**src/rtl/clkctl_pkg.sv**
```systemverilog
package clkctl_pkg;
  typedef enum logic {
    SRC_MAIN = 1'b0,
    SRC_SUB  = 1'b1
  } src_e;
endpackage

```
**src/rtl/clkctl_cfg.sv**
```systemverilog
// Control bits, write validation, STOP state and rejection pulse.
module clkctl_cfg
  import clkctl_pkg::*;
(
  input  logic clk,
  input  logic rst_n,
  input  logic dual_i,
  input  logic we_i,
  input  logic slow_i,
  input  logic off_i,
  input  logic stop_req_i,
  input  logic wake_i,
  input  logic lcd_on_i,
  output src_e sel_o,
  output logic off_o,
  output logic stop_o,
  output logic err_o
);
  src_e sel_q;
  logic off_q, stop_q, err_q;
  logic wr_bad, stop_bad;

  // Turning main off while main is still selected would starve the system.
  assign wr_bad   = dual_i && we_i && off_i && !slow_i;
  // STOP with the LCD still enabled is refused.
  assign stop_bad = stop_req_i && lcd_on_i && !wake_i;

  always_ff @(posedge clk or negedge rst_n) begin
    if (!rst_n) begin
      sel_q <= SRC_MAIN;
      off_q <= 1'b0;
    end else if (!dual_i) begin
      sel_q <= SRC_MAIN;
      off_q <= 1'b0;
    end else begin
      if (we_i && !wr_bad) begin
        sel_q <= slow_i ? SRC_SUB : SRC_MAIN;
        off_q <= off_i;
      end
      if (wake_i) off_q <= 1'b0;
    end
  end

  always_ff @(posedge clk or negedge rst_n) begin
    if (!rst_n) begin
      stop_q <= 1'b0;
      err_q  <= 1'b0;
    end else begin
      if (wake_i)                        stop_q <= 1'b0;
      else if (stop_req_i && !lcd_on_i)  stop_q <= 1'b1;
      err_q <= wr_bad || stop_bad;
    end
  end

  assign sel_o  = sel_q;
  assign off_o  = off_q;
  assign stop_o = stop_q;
  assign err_o  = err_q;
endmodule

```
**src/rtl/clkctl_mux.sv**
```systemverilog
// Source switch: a change completes on the first tick of the new source.
module clkctl_mux
  import clkctl_pkg::*;
(
  input  logic clk,
  input  logic rst_n,
  input  src_e want_i,
  input  logic main_t_i,
  input  logic sub_t_i,
  output logic tick_o,
  output src_e src_o
);
  src_e cur_q;
  logic cur_t, new_t, pend;

  assign cur_t  = (cur_q  == SRC_SUB) ? sub_t_i : main_t_i;
  assign new_t  = (want_i == SRC_SUB) ? sub_t_i : main_t_i;
  assign pend   = (want_i != cur_q);
  assign tick_o = pend ? new_t : cur_t;

  always_ff @(posedge clk or negedge rst_n) begin
    if (!rst_n)            cur_q <= SRC_MAIN;
    else if (pend && new_t) cur_q <= want_i;
  end

  assign src_o = cur_q;
endmodule

```
**src/rtl/clkctl_lcd.sv**
```systemverilog
// LCD tick source: sub tick in dual mode, main tick divided by DIV otherwise.
module clkctl_lcd #(
  parameter int unsigned DIV = 128
) (
  input  logic clk,
  input  logic rst_n,
  input  logic dual_i,
  input  logic main_t_i,
  input  logic sub_t_i,
  output logic lcd_t_o
);
  logic div_t;

  generate
    if (DIV > 1) begin : g_div
      localparam int unsigned CW = $clog2(DIV);
      localparam logic [CW-1:0] LAST = CW'(DIV - 1);
      logic [CW-1:0] cnt_q;
      logic          hit;

      assign hit = main_t_i && (cnt_q == LAST);

      always_ff @(posedge clk or negedge rst_n) begin
        if (!rst_n)                  cnt_q <= '0;
        else if (!dual_i && main_t_i) cnt_q <= hit ? '0 : cnt_q + 1'b1;
      end

      assign div_t = hit;
    end else begin : g_pass
      assign div_t = main_t_i;
    end
  endgenerate

  assign lcd_t_o = dual_i ? sub_t_i : div_t;
endmodule

```
**src/rtl/clkctl_top.sv**
```systemverilog
module clkctl_top
  import clkctl_pkg::*;
#(
  parameter int unsigned LCD_DIV = 128
) (
  input  logic clk,
  input  logic rst_n,
  input  logic dual_mode_i,
  input  logic main_tick_i,
  input  logic sub_tick_i,
  input  logic cfg_we_i,
  input  logic cfg_slow_i,
  input  logic cfg_main_off_i,
  input  logic stop_req_i,
  input  logic wake_i,
  input  logic lcd_on_i,
  output logic sys_tick_o,
  output logic lcd_tick_o,
  output logic main_osc_en_o,
  output logic sub_osc_en_o,
  output logic slow_sel_o,
  output logic main_off_o,
  output logic src_o,
  output logic stop_o,
  output logic err_o
);
  src_e sel, src;
  logic off, stopped, main_en, sub_en, main_g, sub_g;

  clkctl_cfg u_cfg (
    .clk        (clk),
    .rst_n      (rst_n),
    .dual_i     (dual_mode_i),
    .we_i       (cfg_we_i),
    .slow_i     (cfg_slow_i),
    .off_i      (cfg_main_off_i),
    .stop_req_i (stop_req_i),
    .wake_i     (wake_i),
    .lcd_on_i   (lcd_on_i),
    .sel_o      (sel),
    .off_o      (off),
    .stop_o     (stopped),
    .err_o      (err_o)
  );

  // Oscillator enables; ticks of a disabled oscillator are discarded.
  assign main_en = !stopped && !off;
  assign sub_en  = dual_mode_i && !stopped;
  assign main_g  = main_tick_i && main_en;
  assign sub_g   = sub_tick_i && sub_en;

  clkctl_mux u_mux (
    .clk      (clk),
    .rst_n    (rst_n),
    .want_i   (sel),
    .main_t_i (main_g),
    .sub_t_i  (sub_g),
    .tick_o   (sys_tick_o),
    .src_o    (src)
  );

  clkctl_lcd #(.DIV(LCD_DIV)) u_lcd (
    .clk      (clk),
    .rst_n    (rst_n),
    .dual_i   (dual_mode_i),
    .main_t_i (main_g),
    .sub_t_i  (sub_g),
    .lcd_t_o  (lcd_tick_o)
  );

  assign main_osc_en_o = main_en;
  assign sub_osc_en_o  = sub_en;
  assign slow_sel_o    = (sel == SRC_SUB);
  assign main_off_o    = off;
  assign src_o         = (src == SRC_SUB);
  assign stop_o        = stopped;
endmodule

```
**config.mk**
```make
export PLATFORM = sky130hd
export DESIGN_NAME = clkctl_top
export DESIGN_NICKNAME = d
export VERILOG_FILES = /design/src/rtl/clkctl_pkg.sv /design/src/rtl/clkctl_cfg.sv /design/src/rtl/clkctl_mux.sv /design/src/rtl/clkctl_lcd.sv /design/src/rtl/clkctl_top.sv
export SDC_FILE = /design/constraint.sdc
export NUM_CORES = 1
export LEC_CHECK = 0
export BUFFER_PORTS_ARGS = -buffer_cell sky130_fd_sc_hd__buf_4
export CORE_AREA = 3 3 40 42
export CTS_CLUSTER_DIAMETER = 150
export DETAILED_ROUTE_END_ITERATION = 10
export DIE_AREA = 0 0 43 45
export PLACE_DENSITY = 0.72
export SYNTH_ARGS = -nofsm -noshare
export SYNTH_HDL_FRONTEND = slang
export SYNTH_SLANG_ARGS = --single-unit
```
**constraint.sdc**
```tcl
create_clock -name clk -period 1.6 [get_ports clk]
set_input_delay 0.16 -clock clk [delete_from_list [all_inputs] [get_ports clk]]
set_output_delay 0.16 -clock clk [all_outputs]
set_load 0.05 [all_outputs]
```
==> impl_metrics.ini <==
[flow_run]
max-cap-violations = 0

[pwr]
p_total_uw = 957
power_leakage_nw = 0.437
powerDensity_nw_per_um2 = 1060
vdd_drop_max_mv = 0.522

[worst_setup_path]
slowest_stage = or3_4
start_kind = flip-flop
cp_max_fo = 2
slowest_delay_ns = 0.38
cp.buffers_inverters = 1
cp.arrival_ns = 1.55
path_class = reg2out
cp.required_ns = 1.44
crit_path_end_kind = primary output
critPathTopFamily = simple AND/OR/NAND/NOR gates
crit_chain = ha_2 > nand2_1 > or3_4 > o21ai_4 > buf_6

[route]
dr_wl_met3_um = 58
met1Wirelength_um = 624
routed_wl_um = 1440
dr.first_iter.drc_count = 7
met2_length_um = 743
vias = 581
drt.antenna.violating_nets = 0
drt_first_pass_iters = 4
drt-wirelength-per-cell_um = 13.1
vias_per_cell = 5.28
remaining_drc_errors = 0
routed.top_layer = met4

[place]
portBuffers = 19
dp_hpwl_um = 1060
post_dp_cell_area_sq_um = 808
gp_congestion = 0.800

[final_layout]
drive_gt1_share_pct = 45.3
diodes = 0
area_growth_pct = 53.7
finalNetCount = 108
final_area_sq_um = 906
fillerInstances = 104

[status]
violations = negative setup slack
outcome = finished with violations

[logic_synthesis]
synth_fp_nets = 76
syn-instance-count = 64
netlist_top_cells_area = dfrtp_1 51%, nand2_1 11%, o21ai_1 3.4%, nor2_1 3.2%, xor2_1 3.0%
seq_area_frac_synth_pct = 51.0
syn_area_sq_um = 589
syn_avg_cell_area_sq_um = 9.21
synth_common_cells = 17 x nand2_1, 12 x dfrtp_1, 5 x nor2_1
synth-edff-count = 0
async_reset_ff_share_pct = 100
synth_warnings = 0
synth_ff_type = dfrtp_1
synth.most_common_cell = nand2_1
ys_types = 24
synth_seq_cells = 12
netlist.top_cell.by_area = dfrtp_1
synth_top_area_share_pct = 51.0

[floorplanning]
num_io_pins = 20
start_util_pct = 45.9
die_y_um = 45
coreArea_sq_um = 1280
die_w_um = 43
die_area_sq_um = 1940
rows = 13

[timing]
timing.fmax_mhz = 585
tightest_slew_ns = 0.292
final-hold-violation-count = 0
post-route-period-util_pct = 107
slew_headroom_pct = 80.5
rsz0062_at_grt = true
fin_skew_ns = 0.00421
finalCriticalPeriod_ns = 1.71
slew_violations = 0
timing.final.ws_setup_ns = -0.111
finalSetupViolCount = 1

[clocking]
cts.sinks = 12
insertion_delay_ns = 0.27
cts.clk_slew.worst_paths_ns = 0.08
cts_root_buffer = clkbuf_4
ctsHtreeMaxLevel = 1
cts_buffer_depth = 2
numCtsBuffers = 3
cts_tree = done

[grt]
grt_pass1_wl_um = 2550
antenna_found_initial = 0
grtUsageTotal_pct = 17.8
grt_overflow_total = 0
grt_max_degree = 13
grt_pass1_vias = 578

[worst_hold_path]
hold_class = in2reg
[worst register-to-register path, cell delays in order (launching register included)]
cell and delay [ns]:
dfrtp_2 0.41, or4b_4 0.54, buf_4 0.18, nor4_2 0.27, a21oi_1 0.06, nand2_1 0.07
[power breakdown]
| part | internal (mW) | leakage, nW | total, mW | switching [mW] |
|---|---|---|---|---|
| logic | 0.136 | 0.267 | 0.304 | 0.169 |
| clock network | 0.138 | 0.0210 | 0.240 | 0.102 |
| registers | 0.363 | 0.149 | 0.413 | 0.0500 |
[what timing repair did]
item | in CTS | in global routing
hold endpoints to repair | 12 | 0
buffers inserted | 3 | 0
endpoints found under the setup margin | 2 | 4
hold buffers | 1 | 0
pin swaps | 4 | 0
gates resized for setup | 5 | 3
[flip-flops by register name, indices dropped and copies added (netlist names)]
| name | flops |
|---|---|
| u_cfg.err_o | 1 |
| u_cfg.off_o | 1 |
| u_cfg.sel_o | 1 |
| u_cfg.stop_o | 1 |
| u_lcd.g_div.cnt_q | 7 |
| u_mux.src_o | 1 |
[metal layers]
metal	GRT usage, %	vias to the layer above
met5	0	-
met4	9.04	0
met3	2.39	2
met2	31.7	16
met1	21.0	281
li1	-	282
[logic make-up after synthesis]
logic type	share of synthesized area (%)
AOI/OAI and AO/OA	9.98
xor gates and xnor gates	4.46
adders and majority gates	2.12
buffers and inverters	2.12
DFF	51.0
and+or+nand+nor	30.4
[cell usage in the layout (no fill, tap or decap), types with 3 or more instances in the layout]
cell type  count
clkbuf_4       3
buf_6          3
nor2_1         4
dfrtp_1       10
o21ai_1        3
a21oi_1        3
buf_4         24
nand2_1       17
[through the flow]
stage | utilization [%] | hold slack [ns] | instances | setup WS [ns] | setup TNS, ns
after global placement | 62.9 | 0.00877 | 102 | 0.0519 | 0
after global routing | 70.5 | 0.0523 | 110 | -0.171 | -0.302
final | 70.5 | 0.0519 | 110 | -0.111 | -0.111
after floorplan | - | -0.136 | 64 | -0.0951 | -0.199
after detailed placement | 62.9 | 0.00977 | 102 | 0.0165 | 0
after CTS | 69.7 | 0.0422 | 110 | -0.130 | -0.130
[worst paths after layout]
| kind | start | to | slack (ns) | cells after the start |
|---|---|---|---|---|
| max | u_lcd.g_div.cnt_q[0] | lcd_tick_o | -0.11 | 5 |
| min | wake_i | u_cfg.stop_o | 0.05 | 2 |
| max reg2reg | u_cfg.off_o | u_lcd.g_div.cnt_q[5] | 0.01 | 5 |
| min reg2reg | u_lcd.g_div.cnt_q[6] | u_lcd.g_div.cnt_q[6] | 0.49 | 1 |
| max in group asynchronous | rst_n | u_cfg.stop_o | 1.15 | 2 |
| min in group asynchronous | rst_n | u_cfg.sel_o | 0.27 | 2 |
[area by class of cell]
cell class                 instances  area [sq um]  share of cell area [%]
clock buffer                       4          36.3                    4.01
inverter                           2          7.51                   0.829
multi-input combinational         49           317                    34.9
sequential                        12           303                    33.4
tap                               15          18.8                    2.07
timing repair buffer              28           224                    24.7
Note: power is estimated with default switching activity, not from simulation.
